$ cat src/rtl/uart_tx_pkg.sv
package uart_tx_pkg;

    localparam int DATA_MAX      = 8;
    localparam int TICKS_PER_BIT = 2;
    localparam int CNT_W         = 3;
    localparam int NB_W          = $clog2(DATA_MAX + 1);

    typedef enum logic [2:0] {
        ST_IDLE,
        ST_START,
        ST_DATA,
        ST_PARITY,
        ST_STOP
    } tx_state_e;

    typedef struct packed {
        logic [NB_W-1:0]  nbits;
        logic             par_en;
        logic             par_odd;
        logic [CNT_W-1:0] stop_ticks;
    } frame_cfg_t;

    function automatic logic [NB_W-1:0] width_bits(input logic [1:0] sel);
        case (sel)
            2'b00:   return NB_W'(5);
            2'b01:   return NB_W'(7);
            default: return NB_W'(8);
        endcase
    endfunction

    function automatic logic [CNT_W-1:0] stop_len(input logic [1:0] sel);
        case (sel)
            2'b00:   return CNT_W'(2);
            2'b01:   return CNT_W'(3);
            default: return CNT_W'(4);
        endcase
    endfunction

    function automatic logic [DATA_MAX-1:0] mask_data(input logic [DATA_MAX-1:0] d,
                                                      input logic [NB_W-1:0] n);
        logic [DATA_MAX-1:0] m;
        for (int i = 0; i < DATA_MAX; i++) begin
            m[i] = d[i] & (i < int'(n));
        end
        return m;
    endfunction

    function automatic logic parity_bit(input logic [DATA_MAX-1:0] d, input logic odd);
        return odd ? ~(^d) : (^d);
    endfunction

endpackage

$ cat src/rtl/tx_cfg_decode.sv
module tx_cfg_decode
    import uart_tx_pkg::*;
(
    input  logic [1:0] sel_width,
    input  logic [1:0] sel_parity,
    input  logic [1:0] sel_stop,
    output frame_cfg_t cfg
);
    always_comb begin
        cfg.nbits      = width_bits(sel_width);
        cfg.par_en     = (sel_parity == 2'b01) || (sel_parity == 2'b10);
        cfg.par_odd    = (sel_parity == 2'b01);
        cfg.stop_ticks = stop_len(sel_stop);
    end
endmodule

$ cat src/rtl/tx_tick_timer.sv
module tx_tick_timer #(
    parameter int CW = 3
) (
    input  logic          clk,
    input  logic          rst,
    input  logic          clear,
    input  logic          tick,
    input  logic [CW-1:0] len,
    output logic          done
);
    logic [CW-1:0] cnt;

    assign done = tick && (cnt == len - CW'(1));

    always_ff @(posedge clk) begin
        if (rst || clear) begin
            cnt <= '0;
        end else if (done) begin
            cnt <= '0;
        end else if (tick) begin
            cnt <= cnt + CW'(1);
        end
    end
endmodule

$ cat src/rtl/tx_shifter.sv
module tx_shifter #(
    parameter int W = 8
) (
    input  logic         clk,
    input  logic         rst,
    input  logic         load,
    input  logic         shift,
    input  logic [W-1:0] din,
    output logic         lsb
);
    logic [W-1:0] q;

    assign lsb = q[0];

    always_ff @(posedge clk) begin
        if (rst) begin
            q <= '0;
        end else if (load) begin
            q <= din;
        end else if (shift) begin
            q <= q >> 1;
        end
    end
endmodule

$ cat src/rtl/uart_frame_tx.sv
module uart_frame_tx
    import uart_tx_pkg::*;
(
    input  logic                clk,
    input  logic                rst,
    input  logic                baud_tick,
    input  logic                in_valid,
    output logic                in_ready,
    input  logic [DATA_MAX-1:0] in_data,
    input  logic [1:0]          cfg_width,
    input  logic [1:0]          cfg_parity,
    input  logic [1:0]          cfg_stop,
    output logic                tx_line,
    output logic                busy
);
    tx_state_e           state;
    frame_cfg_t          cfg_dec;
    frame_cfg_t          cfg_q;
    logic [NB_W-1:0]     bit_idx;
    logic                par_q;
    logic                accept;
    logic                slot_done;
    logic [CNT_W-1:0]    slot_len;
    logic                data_lsb;
    logic [DATA_MAX-1:0] data_masked;

    assign busy     = (state != ST_IDLE);
    assign in_ready = !busy;
    assign accept   = in_valid && in_ready;
    assign slot_len = (state == ST_STOP) ? cfg_q.stop_ticks : CNT_W'(TICKS_PER_BIT);
    assign data_masked = mask_data(in_data, cfg_dec.nbits);

    tx_cfg_decode u_dec (
        .sel_width  (cfg_width),
        .sel_parity (cfg_parity),
        .sel_stop   (cfg_stop),
        .cfg        (cfg_dec)
    );

    tx_tick_timer #(.CW(CNT_W)) u_timer (
        .clk   (clk),
        .rst   (rst),
        .clear (accept),
        .tick  (baud_tick),
        .len   (slot_len),
        .done  (slot_done)
    );

    tx_shifter #(.W(DATA_MAX)) u_shift (
        .clk   (clk),
        .rst   (rst),
        .load  (accept),
        .shift (slot_done && (state == ST_DATA)),
        .din   (data_masked),
        .lsb   (data_lsb)
    );

    always_ff @(posedge clk) begin
        if (rst) begin
            state   <= ST_IDLE;
            cfg_q   <= '0;
            bit_idx <= '0;
            par_q   <= 1'b0;
        end else begin
            case (state)
                ST_IDLE: begin
                    if (accept) begin
                        state   <= ST_START;
                        cfg_q   <= cfg_dec;
                        par_q   <= parity_bit(data_masked, cfg_dec.par_odd);
                        bit_idx <= '0;
                    end
                end
                ST_START: begin
                    if (slot_done) state <= ST_DATA;
                end
                ST_DATA: begin
                    if (slot_done) begin
                        if (bit_idx == cfg_q.nbits - NB_W'(1)) begin
                            state <= cfg_q.par_en ? ST_PARITY : ST_STOP;
                        end else begin
                            bit_idx <= bit_idx + NB_W'(1);
                        end
                    end
                end
                ST_PARITY: begin
                    if (slot_done) state <= ST_STOP;
                end
                ST_STOP: begin
                    if (slot_done) state <= ST_IDLE;
                end
                default: state <= ST_IDLE;
            endcase
        end
    end

    always_comb begin
        case (state)
            ST_START:  tx_line = 1'b0;
            ST_DATA:   tx_line = data_lsb;
            ST_PARITY: tx_line = par_q;
            default:   tx_line = 1'b1;
        endcase
    end

endmodule

$ cat config.mk
export PLATFORM = sky130hd
export DESIGN_NAME = uart_frame_tx
export DESIGN_NICKNAME = d
export VERILOG_FILES = /design/src/rtl/uart_tx_pkg.sv /design/src/rtl/tx_cfg_decode.sv /design/src/rtl/tx_tick_timer.sv /design/src/rtl/tx_shifter.sv /design/src/rtl/uart_frame_tx.sv
export SDC_FILE = /design/constraint.sdc
export NUM_CORES = 1
export LEC_CHECK = 0
export BUFFER_PORTS_ARGS = -buffer_cell sky130_fd_sc_hd__clkbuf_2
export CAP_MARGIN = 25
export CORE_ASPECT_RATIO = 1.2
export CORE_MARGIN = 1.5
export CORE_UTILIZATION = 35
export CTS_BUF_LIST = sky130_fd_sc_hd__clkbuf_4
export CTS_CLUSTER_DIAMETER = 120
export DETAILED_ROUTE_END_ITERATION = 10
export GPL_TIMING_DRIVEN = 0
export PLACE_DENSITY = 0.6
export SLEW_MARGIN = 20
export SYNTH_ARGS = -nofsm -noshare
export SYNTH_HDL_FRONTEND = slang
export SYNTH_HIERARCHICAL = 1
export SYNTH_SLANG_ARGS = --single-unit
$ cat constraint.sdc
create_clock -name clk -period 2.65 [get_ports clk]
set_input_delay 0.1325 -clock clk [delete_from_list [all_inputs] [get_ports clk]]
set_output_delay 0.1325 -clock clk [all_outputs]
set_load 0.01 [all_outputs]
==> results.cfg, run 1 <==
[critical_path]
cpPeakStageDelay_ns = 0.39
rr_startpoint = state[1]
rr_worst_depth = 11
worstPathCellList = nor2_4, nand2_1, or2_2, inv_1, ha_1, xnor3_1, and4_4, and3_1, buf_6, or3b_1, a21oi_1
r2r_end = u_shift/q[7]
cp-start-kind = flip-flop
crit_family = simple AND/OR/NAND/NOR gates
required_ns = 2.92
cp.buffers_inverters = 2
cp_slowest_cell = dfxtp_4
worstSetupPathType = flip-flop to flip-flop
crit_path_end_kind = flip-flop
crit_fanout = 9
rrSetupSlack_ns = 0.17
critical_path_arrival_ns = 2.74

[floorplanning]
design.core.area_um2 = 4940
die_h_um = 81.6
rows = 28
start_util_pct = 36.4
num_io_pins = 21
die_w_um = 68.5
dieArea_um2 = 5590

[timing]
worst_pin_slew_ns = 0.446
setup_slack_ns = 0.172
worst_clock_skew_ns = 0.00567
min_period_over_period_pct = 93.5
setup_viol = 0
drv_slew = 0
rsz0062_at_grt = false
fin_crit_ns = 2.48
hold_viol = 0
fmax_mhz = 403
max-slew-margin-rel_pct = 70.3
timing.hold.ws_ns = 0.0397

[power]
switchingPower_uw = 471
p_per_area_nw_per_um2 = 625
irDropWorstVdd_mv = 0.200
p_comb_share_pct = 43.7
power_frac_clock_pct = 14.6
internal-power_uw = 819
p_leak_uw = 0.000865
power_switching_share_pct = 36.5
pwr-share-seq_pct = 41.8

[cells_and_area]
drive_gt1_share_pct = 23.1
diodes = 0
syn_to_final_growth_pct = 14.5
nNetsFinal = 266

[clock_network]
cts_root_buffer = clkbuf_4
cts_buffers = 3
path_clk_slew_ns = 0.14
htree_levels = 1
cts_tree = done
clock_latency_ns = 0.32
cts_hold_buf = 0
clock_path_buffers = 2
cts_num_sinks = 27

[routing]
via_count = 1485
ant_nets = 0
wl_um = 3460
remaining_drc_errors = 0
viasPerCell = 4.92
wire_per_inst_um = 11.5
drtPass1Iterations = 4
drt_iter0_markers = 72

[place]
dp_hpwl_um = 2640
io_buffers = 20
gp_congestion = 0.722
post-place-ws_ns = -0.0838

[logic_synthesis]
synth_nets = 236
synth_warnings = 6
async_flop_share_pct = 0
ys_seq_elements = 27
synthCells = 213
ys_seq_area_share_pct = 30.0
synth_edf_count = 0
ys.flop_type = dfxtp_1
yosysUniqueCellTypes = 50
synth.avg_cell_area_um2 = 8.45
synth_area_um2 = 1800

[grt]
grt_start_max_net_pins = 23
grt_pass1_wl_um = 5980
antenna_found_initial = 0
grt_pass1_vias = 1370
grtUsageTotal_pct = 13.7
grt_overflow = 0

[hold_path]
min_path_type = primary input to flip-flop
worstHoldPathCells = 2
whs_endpoint = u_timer/cnt[0]
min_from = rst

[job]
drv_cap = 0

[outcome]
outcome = completed
-- layout make-up --
cell class / instances / area, um2
Fill cell: 524 / 2880
Multi-Input combinational cell: 157 / 1110
Sequential cell: 27 / 549
Timing Repair Buffer: 27 / 153
Buffer: 13 / 87.6
Tap cell: 60 / 75.1
Inverter: 14 / 52.6
Clock buffer: 4 / 30.0
-- power groups by stage --
stage / Sequential [uW] / Clock, uW / Combinational (uW)
after floorplan: 513 / 0 / 418
after global placement: 523 / 0 / 532
after detailed placement: 524 / 0 / 540
after CTS: 545 / 200 / 531
after global routing: 548 / 216 / 635
final: 538 / 188 / 563
-- routing by layer --
layer / vias to the layer above / part of all wire, % / global-route usage [%]
met2: 20 / 47 / 22.6
met4: 0 / 1.2 / 4.80
met5: - / 0 / 0
met1: 676 / 49 / 18.6
li1: 787 / - / -
met3: 2 / 1.9 / 0.822
-- worst register-to-register path: stages (launching register included) --
cell     delay [ns]
dfxtp_4        0.39
nor2_4         0.12
nand2_1        0.09
or2_2          0.29
inv_1          0.06
ha_1           0.15
xnor3_1        0.30
and4_4         0.19
and3_1         0.20
buf_6          0.15
or3b_1         0.35
a21oi_1        0.14
-- registers in the layout, summed over array words and instances (netlist names) --
signal,cells
state,3
u_shift/q,8
cfg_q,8
u_timer/cnt,3
par_q,1
bit_idx,4
-- placed cells by master (no fill, tap or decap), types with 5 or more instances in the layout --
cell type | synthesis | routed
nor2b_1 | 13 | 13
a211oi_1 | 7 | 7
buf_4 | 4 | 11
a21oi_1 | 14 | 14
xnor2_1 | 9 | 9
nor2_1 | 8 | 8
mux2i_1 | 14 | 14
inv_1 | 14 | 14
nand2_1 | 28 | 28
clkbuf_2 | 0 | 20
dfxtp_1 | 27 | 24
ha_1 | 5 | 5
xor2_1 | 8 | 8
-- per-stage QoR --
step	util, %	setup TNS, ns	total power [uW]	area [um2]	cells
detailed placement	40.0	-0.0954	1060	1980	293
floorplan	-	0	931	1800	213
finish	41.7	0	1290	2060	302
global route	41.7	0	1400	2060	302
global placement	40.0	-0.0537	1050	1980	293
CTS	40.8	0	1280	2020	297
-- worst max-delay path by stage --
stage / slack [ns] / cells past startpoint / startpoint / end
after CTS: 0.004 / 11 / state[0] / u_shift/q[7]
after detailed placement: -0.08 / 12 / state[0] / u_shift/q[7]
final: 0.17 / 11 / state[1] / u_shift/q[7]
after global placement: -0.05 / 12 / state[0] / u_shift/q[7]
after floorplan: 0.12 / 12 / state[0] / u_shift/q[7]
after global routing: 0.04 / 11 / state[1] / u_shift/q[7]
-- cells in the mapped netlist (2+ instances only) --
cell	instances	share of area (%)
nand2_1	28	5.8
dfxtp_1	27	30
a21oi_1	14	3.9
inv_1	14	2.9
mux2i_1	14	7.8
nor2b_1	13	4.5
xnor2_1	9	4.4
nor2_1	8	1.7
xor2_1	8	3.9
a211oi_1	7	2.9
ha_1	5	3.5
buf_2	4	1.1
buf_4	4	1.7
clkbuf_1	4	0.83
o21ai_0	4	1.1
and3_1	3	1.0
nand3_1	3	0.83
nor3_1	3	0.83
nor4_1	3	1.0
a21boi_0	2	0.83
buf_6	2	1.3
nand3b_1	2	0.83
nor3_2	2	1.1
o21a_1	2	0.83
o21ai_2	2	0.97
xnor3_1	2	2.5
-- cells by family after synthesis --
logic type      Yosys count  share of synthesized area [%]
flops                    27                           30.0
fa+ha+maj                 5                           3.47
simple gates             80                           24.9
buf+inv                  29                           8.34
compound gates           39                           14.7
xor+xnor                 19                           10.8
mux                      14                           7.78
-- timing repair --
item | CTS | global route
setup buffers | 2 | 5
setup endpoints to repair | 7 | 7
pin swaps | 1 | 1
resized for setup | 2 | 4
Note: power is estimated with default switching activity, not from simulation.
==> run 2, diff against run 1 <==
--- a/config.mk
+++ b/config.mk
@@ -10,11 +10,10 @@
 export CORE_ASPECT_RATIO = 1.2
 export CORE_MARGIN = 1.5
 export CORE_UTILIZATION = 35
-export CTS_BUF_LIST = sky130_fd_sc_hd__clkbuf_4
 export CTS_CLUSTER_DIAMETER = 120
 export DETAILED_ROUTE_END_ITERATION = 10
 export GPL_TIMING_DRIVEN = 0
-export PLACE_DENSITY = 0.6
+export PLACE_DENSITY = 0.58
 export SLEW_MARGIN = 20
 export SYNTH_ARGS = -nofsm -noshare
 export SYNTH_HDL_FRONTEND = slang
==> constraint.sdc (replaced) <==
create_clock -name clk -period 3 [get_ports clk]
set_input_delay 0.15 -clock clk [delete_from_list [all_inputs] [get_ports clk]]
set_output_delay 0.15 -clock clk [all_outputs]
set_load 0.01 [all_outputs]
==> run 2 against run 1 <==
Against the previous run: clock skew down 0.0030 ns; register-to-register slack better by 0.08 ns; flip-flop and latch count is the same; worst hold slack better by 0.062 ns; combinational power down 16%; routed wire length is 1.6% higher; final cell count down 1.7%; sequential power shrank 16%; die area did not move; non-clock buffer count fell by 5; sequential share of layout area increased by 0.061 points; first-iteration DRC count unchanged; critical endpoint unchanged; largest power group unchanged.
==> results.cfg, run 2 (synthesis results as in run 1) <==
[job]
drv_cap = 0

[clock_network]
path_clk_slew_ns = 0.10
postCtsSetupBuffers = 0
cts_num_sinks = 27
clock_path_buffers = 2
cts_hold_buf = 0
cts_tree = done
htree_levels = 1
ctsResizeCount = 0
cts_buffers = 3
clock_latency_ns = 0.27
cts_root_buffer = clkbuf_8

[grt]
grt_overflow = 0
grt_start_max_net_pins = 23
grtUsageTotal_pct = 13.4
grt_pass1_wl_um = 5890
antenna_found_initial = 0
grt_pass1_vias = 1304

[timing]
hold_viol = 0
setup_slack_ns = 0.253
setup_viol = 0
drv_slew = 0
setup_tns_ns = 0
min_period_over_period_pct = 91.6
fin_crit_ns = 2.75
fmax_mhz = 364
rsz0062_at_grt = false
worst_clock_skew_ns = 0.00263
worst_pin_slew_ns = 0.471
max-slew-margin-rel_pct = 68.6

[cells_and_area]
fin_util_pct = 41.0
top_regs = cfg_q (8), u_shift/q (8), bit_idx (4)
final_common_cell = nand2_1
syn_to_final_growth_pct = 12.4
nNetsFinal = 261
diodes = 0
drive_gt1_share_pct = 20.3
fillers = 507
mostFrequentLayoutCells = nand2_1, dfxtp_1, clkbuf_2

[place]
post-place-ws_ns = 0.272
dp_hpwl_um = 2650
gp_congestion = 0.774
io_buffers = 20

[floorplanning]
num_io_pins = 21
start_util_pct = 36.4
rows = 28
design.core.area_um2 = 4940
dieArea_um2 = 5590
die_h_um = 81.6
die_w_um = 68.5

[critical_path]
cp-start-kind = flip-flop
critical_path_arrival_ns = 2.96
worstSetupPathType = flip-flop to flip-flop
crit_path_end_kind = flip-flop
crit_fanout = 9
required_ns = 3.22

[routing]
wl_um = 3520
remaining_drc_errors = 0
drt_iter0_markers = 72
wire_per_inst_um = 11.8
ant_nets = 0
viasPerCell = 4.89
drtPass1Iterations = 4
via_count = 1452

[power]
p_per_area_nw_per_um2 = 564
irDropWorstVdd_mv = 0.225
p_leak_uw = 0.000839

[outcome]
outcome = completed

[hold_path]
min_path_type = primary input to flip-flop
run 2: final cells by class:
cell class              count  area, um2  share of cell area, %
plain buffers              15       97.6                   4.82
clock buffers               3       41.3                   2.04
clock inverters             1       7.51                  0.371
inverters                  14       52.6                   2.60
multi-input cells         157       1110                   54.8
flip-flops and latches     27        541                   26.7
well taps                  60       75.1                   3.71
repair buffers             20        100                   4.94
run 2: final timing paths:
check | start | endpoint | slack (ns) | cells past startpoint
worst max-delay path | state[0] | u_shift/q[7] | 0.25 | 12
worst min-delay path | rst | u_timer/cnt[0] | 0.10 | 2
worst max register to register | state[0] | u_shift/q[7] | 0.25 | 12
worst min register to register | cfg_q[2] | cfg_q[2] | 0.46 | 2
run 2: where the power goes:
group / switching [uW] / internal (uW)
Combinational: 268 / 205
Sequential: 35.5 / 418
Clock: 122 / 94.4
run 2: metrics by stage:
step / area [um2] / hold slack, ns / instances / power, uW
2_1_floorplan: 1800 / 0.227 / 213 / 823
3_3_place_gp: 1980 / 0.401 / 293 / 934
3_5_place_dp: 1980 / 0.404 / 293 / 936
4_1_cts: 2020 / 0.105 / 297 / 1150
5_1_grt: 2020 / 0.104 / 297 / 1230
6_report: 2020 / 0.101 / 297 / 1140
run 2: metal layers:
metal | up-vias | wire length (um) | track usage, %
met4 | 0 | 48 | 4.20
met1 | 651 | 1760 | 18.1
met3 | 5 | 83 | 1.23
met2 | 25 | 1630 | 22.3
li1 | 771 | - | -
met5 | - | 0 | 0
run 2: worst max-delay path: stages (launching register included):
cell,delay [ns]
dfxtp_1,0.31
buf_2,0.17
nor2_2,0.19
nand2_1,0.11
or2_2,0.30
inv_1,0.06
ha_1,0.16
xnor3_1,0.29
and4_4,0.24
and3_1,0.21
buf_6,0.16
or3b_1,0.35
a21oi_1,0.13
